===== src/rtl/pbs_pkg.sv =====
package pbs_pkg;
  typedef enum logic [1:0] {
    CMD_START = 2'd0,
    CMD_DATA  = 2'd1,
    CMD_STOP  = 2'd2
  } pbs_cmd_e;

  typedef enum logic [2:0] {
    S_IDLE,
    S_START,
    S_DATA,
    S_STOP,
    S_WAIT
  } pbs_state_e;
endpackage


===== src/rtl/pbs_chunk_calc.sv =====
// Length of the burst that may start at a given address: the room left in
// the current page, capped by the bytes still owed to the request.
module pbs_chunk_calc #(
  parameter int ADDR_W     = 14,
  parameter int LEN_W      = 15,
  parameter int PAGE_BYTES = 64
) (
  input  logic [ADDR_W-1:0]               addr,
  input  logic [LEN_W-1:0]                remaining,
  output logic [$clog2(PAGE_BYTES):0]     chunk_len
);
  localparam int OFF_W = $clog2(PAGE_BYTES);

  logic [OFF_W-1:0] offset;
  logic [OFF_W:0]   room;

  always_comb begin
    offset = addr[OFF_W-1:0];
    room   = (OFF_W+1)'(PAGE_BYTES) - {1'b0, offset};
    if (remaining < LEN_W'(room))
      chunk_len = remaining[OFF_W:0];
    else
      chunk_len = room;
  end
endmodule


===== src/rtl/pbs_seq.sv =====
// Burst sequencer: START / DATA... / STOP per burst, then wait out busy.
module pbs_seq
  import pbs_pkg::*;
#(
  parameter int ADDR_W     = 14,
  parameter int LEN_W      = 15,
  parameter int PAGE_BYTES = 64
) (
  input  logic                          clk,
  input  logic                          rst_n,
  input  logic                          req_valid,
  output logic                          req_ready,
  input  logic [ADDR_W-1:0]             req_addr,
  input  logic [LEN_W-1:0]              req_len,
  input  logic                          in_valid,
  output logic                          in_ready,
  input  logic [7:0]                    in_data,
  output logic                          cmd_valid,
  input  logic                          cmd_ready,
  output logic [1:0]                    cmd_kind,
  output logic [ADDR_W-1:0]             cmd_addr,
  output logic [7:0]                    cmd_data,
  input  logic                          dev_busy,
  output logic                          done,
  output logic [ADDR_W-1:0]             cur_addr,
  output logic [LEN_W-1:0]              remaining,
  input  logic [$clog2(PAGE_BYTES):0]   chunk_len
);
  localparam int OFF_W = $clog2(PAGE_BYTES);

  pbs_state_e     state;
  logic [OFF_W:0] burst_left;
  logic           byte_xfer;

  assign byte_xfer = (state == S_DATA) && in_valid && cmd_ready;

  always_ff @(posedge clk) begin
    if (!rst_n) begin
      state      <= S_IDLE;
      cur_addr   <= '0;
      remaining  <= '0;
      burst_left <= '0;
      done       <= 1'b0;
    end else begin
      done <= 1'b0;
      case (state)
        S_IDLE: if (req_valid) begin
          if (req_len == '0) begin
            done <= 1'b1;
          end else begin
            cur_addr  <= req_addr;
            remaining <= req_len;
            state     <= S_START;
          end
        end
        S_START: if (cmd_ready) begin
          burst_left <= chunk_len;
          state      <= S_DATA;
        end
        S_DATA: if (byte_xfer) begin
          cur_addr   <= cur_addr + ADDR_W'(1);
          remaining  <= remaining - LEN_W'(1);
          burst_left <= burst_left - (OFF_W+1)'(1);
          if (burst_left == (OFF_W+1)'(1)) state <= S_STOP;
        end
        S_STOP: if (cmd_ready) state <= S_WAIT;
        S_WAIT: if (!dev_busy) begin
          if (remaining == '0) begin
            done  <= 1'b1;
            state <= S_IDLE;
          end else begin
            state <= S_START;
          end
        end
        default: state <= S_IDLE;
      endcase
    end
  end

  always_comb begin
    req_ready = (state == S_IDLE);
    in_ready  = byte_xfer;
    cmd_addr  = cur_addr;
    cmd_data  = in_data;
    case (state)
      S_START: begin cmd_valid = 1'b1;     cmd_kind = CMD_START; end
      S_DATA:  begin cmd_valid = in_valid; cmd_kind = CMD_DATA;  end
      S_STOP:  begin cmd_valid = 1'b1;     cmd_kind = CMD_STOP;  end
      default: begin cmd_valid = 1'b0;     cmd_kind = CMD_START; end
    endcase
  end

  // a live burst is never empty and never larger than one page
  a_r3_burst_bounded: assert property (@(posedge clk) disable iff (!rst_n)
    (state == S_DATA) |-> (burst_left != '0 && burst_left <= (OFF_W+1)'(PAGE_BYTES)));

  // a burst that continues after this byte must not step into the next page
  a_r3_stays_in_page: assert property (@(posedge clk) disable iff (!rst_n)
    (byte_xfer && burst_left != (OFF_W+1)'(1)) |-> (cur_addr[OFF_W-1:0] != {OFF_W{1'b1}}));

  // an unaccepted START or STOP is held steady
  a_r10_cmd_hold: assert property (@(posedge clk) disable iff (!rst_n)
    (cmd_valid && !cmd_ready && cmd_kind != CMD_DATA) |=>
      (cmd_valid && $stable(cmd_kind) && $stable(cmd_addr)));

  // busy keeps the sequencer waiting
  a_r7_hold_while_busy: assert property (@(posedge clk) disable iff (!rst_n)
    (state == S_WAIT && dev_busy) |=> (state == S_WAIT));

  // done never lasts two cycles
  a_r9_done_single: assert property (@(posedge clk) disable iff (!rst_n)
    done |=> !done);

  // empty request completes at once and stays idle
  a_r8_zero_len: assert property (@(posedge clk) disable iff (!rst_n)
    (req_valid && req_ready && req_len == '0) |=> (done && req_ready && !cmd_valid));
endmodule


===== src/rtl/page_burst_splitter.sv =====
module page_burst_splitter #(
  parameter int ADDR_W     = 14,
  parameter int LEN_W      = 15,
  parameter int PAGE_BYTES = 64
) (
  input  logic              clk,
  input  logic              rst_n,
  input  logic              req_valid,
  output logic              req_ready,
  input  logic [ADDR_W-1:0] req_addr,
  input  logic [LEN_W-1:0]  req_len,
  input  logic              in_valid,
  output logic              in_ready,
  input  logic [7:0]        in_data,
  output logic              cmd_valid,
  input  logic              cmd_ready,
  output logic [1:0]        cmd_kind,
  output logic [ADDR_W-1:0] cmd_addr,
  output logic [7:0]        cmd_data,
  input  logic              dev_busy,
  output logic              done
);
  localparam int OFF_W = $clog2(PAGE_BYTES);

  logic [ADDR_W-1:0] cur_addr;
  logic [LEN_W-1:0]  remaining;
  logic [OFF_W:0]    chunk_len;

  pbs_chunk_calc #(
    .ADDR_W(ADDR_W), .LEN_W(LEN_W), .PAGE_BYTES(PAGE_BYTES)
  ) u_chunk (
    .addr(cur_addr), .remaining(remaining), .chunk_len(chunk_len)
  );

  pbs_seq #(
    .ADDR_W(ADDR_W), .LEN_W(LEN_W), .PAGE_BYTES(PAGE_BYTES)
  ) u_seq (
    .clk(clk), .rst_n(rst_n),
    .req_valid(req_valid), .req_ready(req_ready),
    .req_addr(req_addr), .req_len(req_len),
    .in_valid(in_valid), .in_ready(in_ready), .in_data(in_data),
    .cmd_valid(cmd_valid), .cmd_ready(cmd_ready), .cmd_kind(cmd_kind),
    .cmd_addr(cmd_addr), .cmd_data(cmd_data),
    .dev_busy(dev_busy), .done(done),
    .cur_addr(cur_addr), .remaining(remaining), .chunk_len(chunk_len)
  );
endmodule


===== config.mk =====
export PLATFORM = sky130hd
export DESIGN_NAME = page_burst_splitter
export DESIGN_NICKNAME = d
export VERILOG_FILES = /design/src/rtl/pbs_pkg.sv /design/src/rtl/pbs_chunk_calc.sv /design/src/rtl/pbs_seq.sv /design/src/rtl/page_burst_splitter.sv
export SDC_FILE = /design/constraint.sdc
export NUM_CORES = 1
export LEC_CHECK = 0
export BUFFER_PORTS_ARGS = -buffer_cell sky130_fd_sc_hd__buf_2
export CAP_MARGIN = 20
export CORE_MARGIN = 5
export CORE_UTILIZATION = 40
export DETAILED_ROUTE_END_ITERATION = 8
export PLACE_DENSITY = 0.66
export SLEW_MARGIN = 20
export SYNTH_ARGS = -nofsm -noshare
export SYNTH_HDL_FRONTEND = slang
export SYNTH_SLANG_ARGS = --single-unit

===== constraint.sdc =====
create_clock -name clk -period 2.25 [get_ports clk]
set_input_delay 0.3375 -clock clk [delete_from_list [all_inputs] [get_ports clk]]
set_output_delay 0.3375 -clock clk [all_outputs]
set_load 0.01 [all_outputs]

==> metrics.cfg, run 1 <==
[timing]
min_period_ns = 2.26
setup_viol = 2
final_hold_viol_count = 0
clock.fmax_mhz = 442
finalMaxSlewViolations = 0
grt_setup_unrepaired = true
fin_crit_sh_pct = 100
tightest_slew_ns = 0.788
finalWorstSetupSlack_ns = -0.0106
fin_tns_setup_ns = -0.0129
slew_headroom_pct = 47.4
fin_skew_ns = 0.0155

[drt]
antenna_left = 0
routedWlPerCell_um = 15.0
drtPass1Iterations = 5
drt_drc_violations_left = 0
drt_iter0_drc = 169
viasPerCell = 5.65
num_vias = 3143
wirelength_mm = 8.31

[clock_tree]
clock_tree.htree_level_count = 2
cts_buffer_depth = 2
numCtsBuffers = 5
clk_pin_slew_ns = 0.08
hold_buffers = 0
clk_latency_ns = 0.31
cts_root_buffer = clkbuf_8
clock-sinks = 40
tritoncts = done

[worst_setup_path]
critPathLaunchType = flip-flop
reg2reg_to = u_seq.burst_left[2]
reg2reg_slack_ns = -0.01
crit_required_ns = 2.48
cp.arrival_ns = 2.49
r2r_start = u_seq.cmd_addr[4]
endpoint_kind = flip-flop
ff2ff_path_depth = 10
path_class = flip-flop to flip-flop
crit_fanout = 4

[grt]
grt_busiest_layer = met2
grt_max_degree = 40
use_met3_pct = 2.87
first_global_vias = 2964
grt_use_met1_pct = 24.0
antenna_found_initial = 0
gr-usage-all-layers_pct = 18.7
grt_first_pass_wirelength_mm = 13.7
grt-ovfl-total = 0
met2_usage_pct = 32.2

[synth]
synth-edff-count = 0
synth_adder_area_share_pct = 4.78
syn_nets = 452
ys_seq_elements = 40
syn_inst = 398
ys_async_sr_fraction_pct = 0
synthMuxAreaShare_pct = 3.00
synth_area_um2 = 2880
synth_xor_area_share_pct = 1.22
avgSynthCellArea_um2 = 7.23
ys_types = 57
yosys.area_share.simple_pct = 26.0
yosys_warnings = 0
synth-main-ff-cell = dfxtp_1
synth_top_family_by_area = compound AO/OA/AOI/OAI gates
yosysSeqAreaShare_pct = 27.8
synth-compound-area-share_pct = 29.1

[finish]
drive_above_1_share_pct = 28.4
final_cells = 556
layout_commonest_cell = buf_2
layout_common_cells = buf_2 (54), nor2_1 (42), a21oi_1 (41)
n_antenna_cell = 0
layout.nets = 510
syn_to_final_growth_pct = 25.0
final_area_um2 = 3600

[placed_design]
dp_hpwl_mm = 6.07
gp_congestion = 0.917
portBuffers = 54
dp_cells = 547
placed_area_um2 = 3430

[floorplanning]
die_h_um = 94.8
fp.dieArea_um2 = 8990
io_pins = 71
start_util_pct = 40.3
core_area_um2 = 7140
row_count = 31
fp.dieW_um = 94.8

[worst_hold_path]
hold_depth = 3
hold_path_end = u_seq.cmd_addr[1]
holdCritPathClass = input port to flip-flop
holdCritStartpoint = req_addr[1]

[power]
powerDensity_nw_per_um2 = 857
total_power_w = 0.00308
irDropWorstVdd_mv = 0.273
p_leak_nw = 1.50

[outcome]
violations = negative setup slack
status = finished with violations

[run]
cap_violations = 0

## routing by layer
metal	part of all wire, %	vias to the layer above
li1	-	1554
met2	48	121
met5	0	-
met1	44	1460
met4	0.87	0
met3	6.4	8
## cell usage after synthesis, drive strengths merged (3+ instances only)
master / count / area [um^2]
nand4: 9 / 56.3
a21boi: 5 / 37.5
nand3: 13 / 65.1
nor2: 42 / 158
a21oi: 45 / 225
a31oi: 6 / 37.5
nand2b: 4 / 25.0
nand2: 41 / 154
a21o: 5 / 37.5
dfxtp: 40 / 801
mux2: 5 / 56.3
nor3: 11 / 55.1
o31ai: 6 / 45.0
ha: 11 / 138
o21ai: 19 / 95.1
or2: 3 / 21.3
nor4: 11 / 68.8
clkbuf: 26 / 97.6
or3b: 4 / 35.0
o21a: 9 / 67.6
buf: 10 / 70.1
mux2i: 3 / 30.0
inv: 16 / 60.1
a211oi: 8 / 77.6
o22ai: 5 / 31.3
o211ai: 5 / 37.5
## area by class of cell
cell class | count | area (um^2)
well taps | 99 | 124
fillers | 748 | 3540
clock inverters | 3 | 46.3
repair buffers | 87 | 551
multi-input cells | 305 | 1930
clock buffers | 5 | 68.8
flip-flops and latches | 40 | 806
inverters | 17 | 66.3
## stage by stage
step,setup WS (ns),util [%],hold WS (ns)
2_1_floorplan,-0.126,-,0.450
3_3_place_gp,-0.00271,48.0,0.460
3_5_place_dp,-0.101,48.0,0.481
4_1_cts,0.000818,50.0,0.297
5_1_grt,-0.145,50.4,0.320
6_report,-0.0106,50.4,0.299
## critical path: stages (launching register included)
cell	delay, ns
dfxtp_2	0.33
nor3_2	0.19
nand3_1	0.14
xnor2_2	0.17
ha_1	0.31
nand2_2	0.10
o211ai_1	0.15
a211oi_4	0.24
buf_6	0.16
mux2_4	0.30
a21oi_2	0.11
## state kept, by name, indices dropped and copies added (netlist names)
register          count
u_seq.remaining      15
u_seq.done            1
u_seq.state           3
u_seq.cmd_addr       14
u_seq.burst_left      7
## where the power goes
part | total (W) | internal (W) | switching (W) | leakage, nW
sequential | 0.000954 | 0.000820 | 0.000134 | 0.330
combinational | 0.00151 | 0.000718 | 0.000789 | 1.12
clock | 0.000618 | 0.000334 | 0.000284 | 0.0548
total | 0.00308 | 0.00187 | 0.00121 | 1.50
## how the worst max path moves through the flow
stage               depth (start not counted)             endpoint  slack (ns)               from
detailed placement                         11  u_seq.burst_left[2]       -0.10  u_seq.cmd_addr[1]
global placement                           11  u_seq.burst_left[3]      -0.003  u_seq.cmd_addr[1]
CTS                                        11  u_seq.burst_left[2]      0.0008  u_seq.cmd_addr[1]
floorplan                                  11  u_seq.burst_left[4]       -0.13  u_seq.cmd_addr[0]
global route                               10  u_seq.burst_left[3]       -0.15  u_seq.cmd_addr[4]
finish                                     10  u_seq.burst_left[2]       -0.01  u_seq.cmd_addr[4]
## logic make-up (layout without fill, tap and decap cells)
group                    Yosys count  count (layout)
multiplexers                       8               8
AND/OR/NAND/NOR                  153             153
buffers and inverters             53             112
flip-flops                        40              40
AO/OA/AOI/OAI                    129             129
adder cells (fa/ha/maj)           11              11
XOR/XNOR                           4               4
## timing repair
action,in CTS,in global routing
pin swaps,4,1
endpoints found under the hold margin,0,0
endpoints found under the setup margin,7,11
resized for setup,5,7
buffers inserted,0,1
(Power assumes the default switching activity.)
==> inputs of run 2 (changes only) <==
==> constraint.sdc (replaced) <==
create_clock -name clk -period 2.25 [get_ports clk]
set_input_delay 0.3375 -clock clk [delete_from_list [all_inputs] [get_ports clk]]
set_output_delay 0.3375 -clock clk [all_outputs]
set_load 0.005 [all_outputs]
==> metrics.cfg, run 2 (same netlist as run 1, synthesis figures left out) <==
[grt]
grt_max_degree = 40
antenna_found_initial = 0
grt-ovfl-total = 0
gr-usage-all-layers_pct = 18.6
grt_first_pass_wirelength_mm = 13.4
first_global_vias = 2886

[drt]
wirelength_mm = 8.03
routedWlPerCell_um = 14.5
drt_iter0_drc = 218
drt_drc_violations_left = 0
drtPass1Iterations = 5
num_vias = 3072
viasPerCell = 5.55
antenna_left = 0

[clock_tree]
tritoncts = done
clk_latency_ns = 0.30
clock-sinks = 40
clk_pin_slew_ns = 0.08
cts_root_buffer = clkbuf_8
cts_buffer_depth = 2
hold_buffers = 0
numCtsBuffers = 5
clock_tree.htree_level_count = 2

[floorplanning]
core_area_um2 = 7140
fp.dieW_um = 94.8
row_count = 31
io_pins = 71
fp.dieArea_um2 = 8990
die_h_um = 94.8
start_util_pct = 40.3

[power]
seq_power_share_pct = 32.8
irDropWorstVdd_mv = 0.260
p_clk_share_pct = 15.9
p_int_w = 0.00176
power_switching_w = 0.00115
switching_share_pct = 39.5
p_leak_nw = 1.50
p_comb_share_pct = 51.3
powerDensity_nw_per_um2 = 812

[timing]
final_hold_viol_count = 0
fin_tns_setup_ns = -0.000742
tightest_slew_ns = 0.647
finalMaxSlewViolations = 0
min_period_ns = 2.25
clock.fmax_mhz = 444
fin_skew_ns = 0.0133
grt_setup_unrepaired = true
setup_viol = 2
finalWorstSetupSlack_ns = -0.000517
fin_crit_sh_pct = 100
slew_headroom_pct = 56.8

[placed_design]
portBuffers = 54
dp_hpwl_mm = 6.06
gp_congestion = 0.888
placed_area_um2 = 3440

[worst_setup_path]
path_class = flip-flop to flip-flop
crit_chain = nor3_4 -> nand3_2 -> xnor2_2 -> ha_1 -> nand2_2 -> o211ai_1 -> a211oi_4 -> buf_12 -> mux2_4 -> a21oi_2
slowest_stage = dfxtp_4
crit_required_ns = 2.48
crit_fanout = 7
reg2reg_slack_ns = -0.0005
cp.arrival_ns = 2.48
critPathLaunchType = flip-flop
critPathMaxStageDelay_ns = 0.37
endpoint_kind = flip-flop

[finish]
multi_input_area_um2 = 1950
drive_above_1_share_pct = 29.0
layout.nets = 509
fillers = 734
largest_register = u_seq.remaining
layout_common_cells = buf_2 (54), nor2_1 (42), a21oi_1 (40)
layout_commonest_cell = buf_2
largest_register_ffs = 15
syn_to_final_growth_pct = 24.7
final_area_um2 = 3590
fin_util_pct = 50.3
register_area_um2 = 811
n_antenna_cell = 0

[outcome]
violations = negative setup slack
status = finished with violations

[run]
cap_violations = 0

[worst_hold_path]
holdCritPathClass = input port to flip-flop

## run 2: cell count changes in the layout (fill, tap and decap cells not counted), sizes merged
cell and delta:
clkinv +1, inv -1, buf -1, bufinv -1
## run 2: what timing repair did
item	CTS	global route
pin swaps	2	6
buffers inserted	1	1
gates resized for setup	3	12
endpoints found under the setup margin	7	8
## run 2: layer usage
layer	global-route usage [%]	part of all wire [%]	vias up
met5	0	0	-
met4	3.73	0.87	0
li1	-	-	1555
met1	24.0	44	1395
met3	3.98	7.5	6
met2	32.1	48	116
## run 2: layout make-up
class	instances	area share [%]
timing repair buffer	86	15.6
multi-input combinational	305	54.2
tap	99	3.45
clock buffer	5	1.92
clock inverter	2	0.349
sequential	40	22.6
inverter	17	1.85
## run 2: worst paths after layout
check | from | to | cells after the start
hold / removal | req_addr[1] | u_seq.cmd_addr[1] | 3
setup / recovery | u_seq.cmd_addr[4] | u_seq.burst_left[2] | 10
setup reg to reg | u_seq.cmd_addr[4] | u_seq.burst_left[2] | 10
hold reg to reg | u_seq.remaining[10] | u_seq.remaining[10] | 2
## run 2: power by group through the flow
stage / logic (W) / registers, W / clock network (W)
detailed placement: 0.00142 / 0.000964 / 0
floorplan: 0.000992 / 0.000928 / 0
global route: 0.00165 / 0.000977 / 0.000508
finish: 0.00149 / 0.000956 / 0.000464
CTS: 0.00146 / 0.000949 / 0.000482
global placement: 0.00139 / 0.000958 / 0
## run 2: metrics by stage
step | hold WS (ns) | cells | setup WS, ns | total power [W]
after floorplan | 0.450 | 398 | -0.111 | 0.00192
after global placement | 0.459 | 545 | 0.0171 | 0.00235
after detailed placement | 0.472 | 545 | -0.0795 | 0.00239
after CTS | 0.305 | 553 | 0.00270 | 0.00289
after global routing | 0.333 | 554 | -0.114 | 0.00314
final | 0.314 | 554 | -0.000517 | 0.00291
## run 2: critical path, delay by kind of cell, from the launching register on
family	cells	cell delay [ns]
simple gates	3	0.38
buf+inv	1	0.17
fa+ha+maj	1	0.29
mux	1	0.30
compound gates	3	0.52
xor+xnor	1	0.15
flops	1	0.37
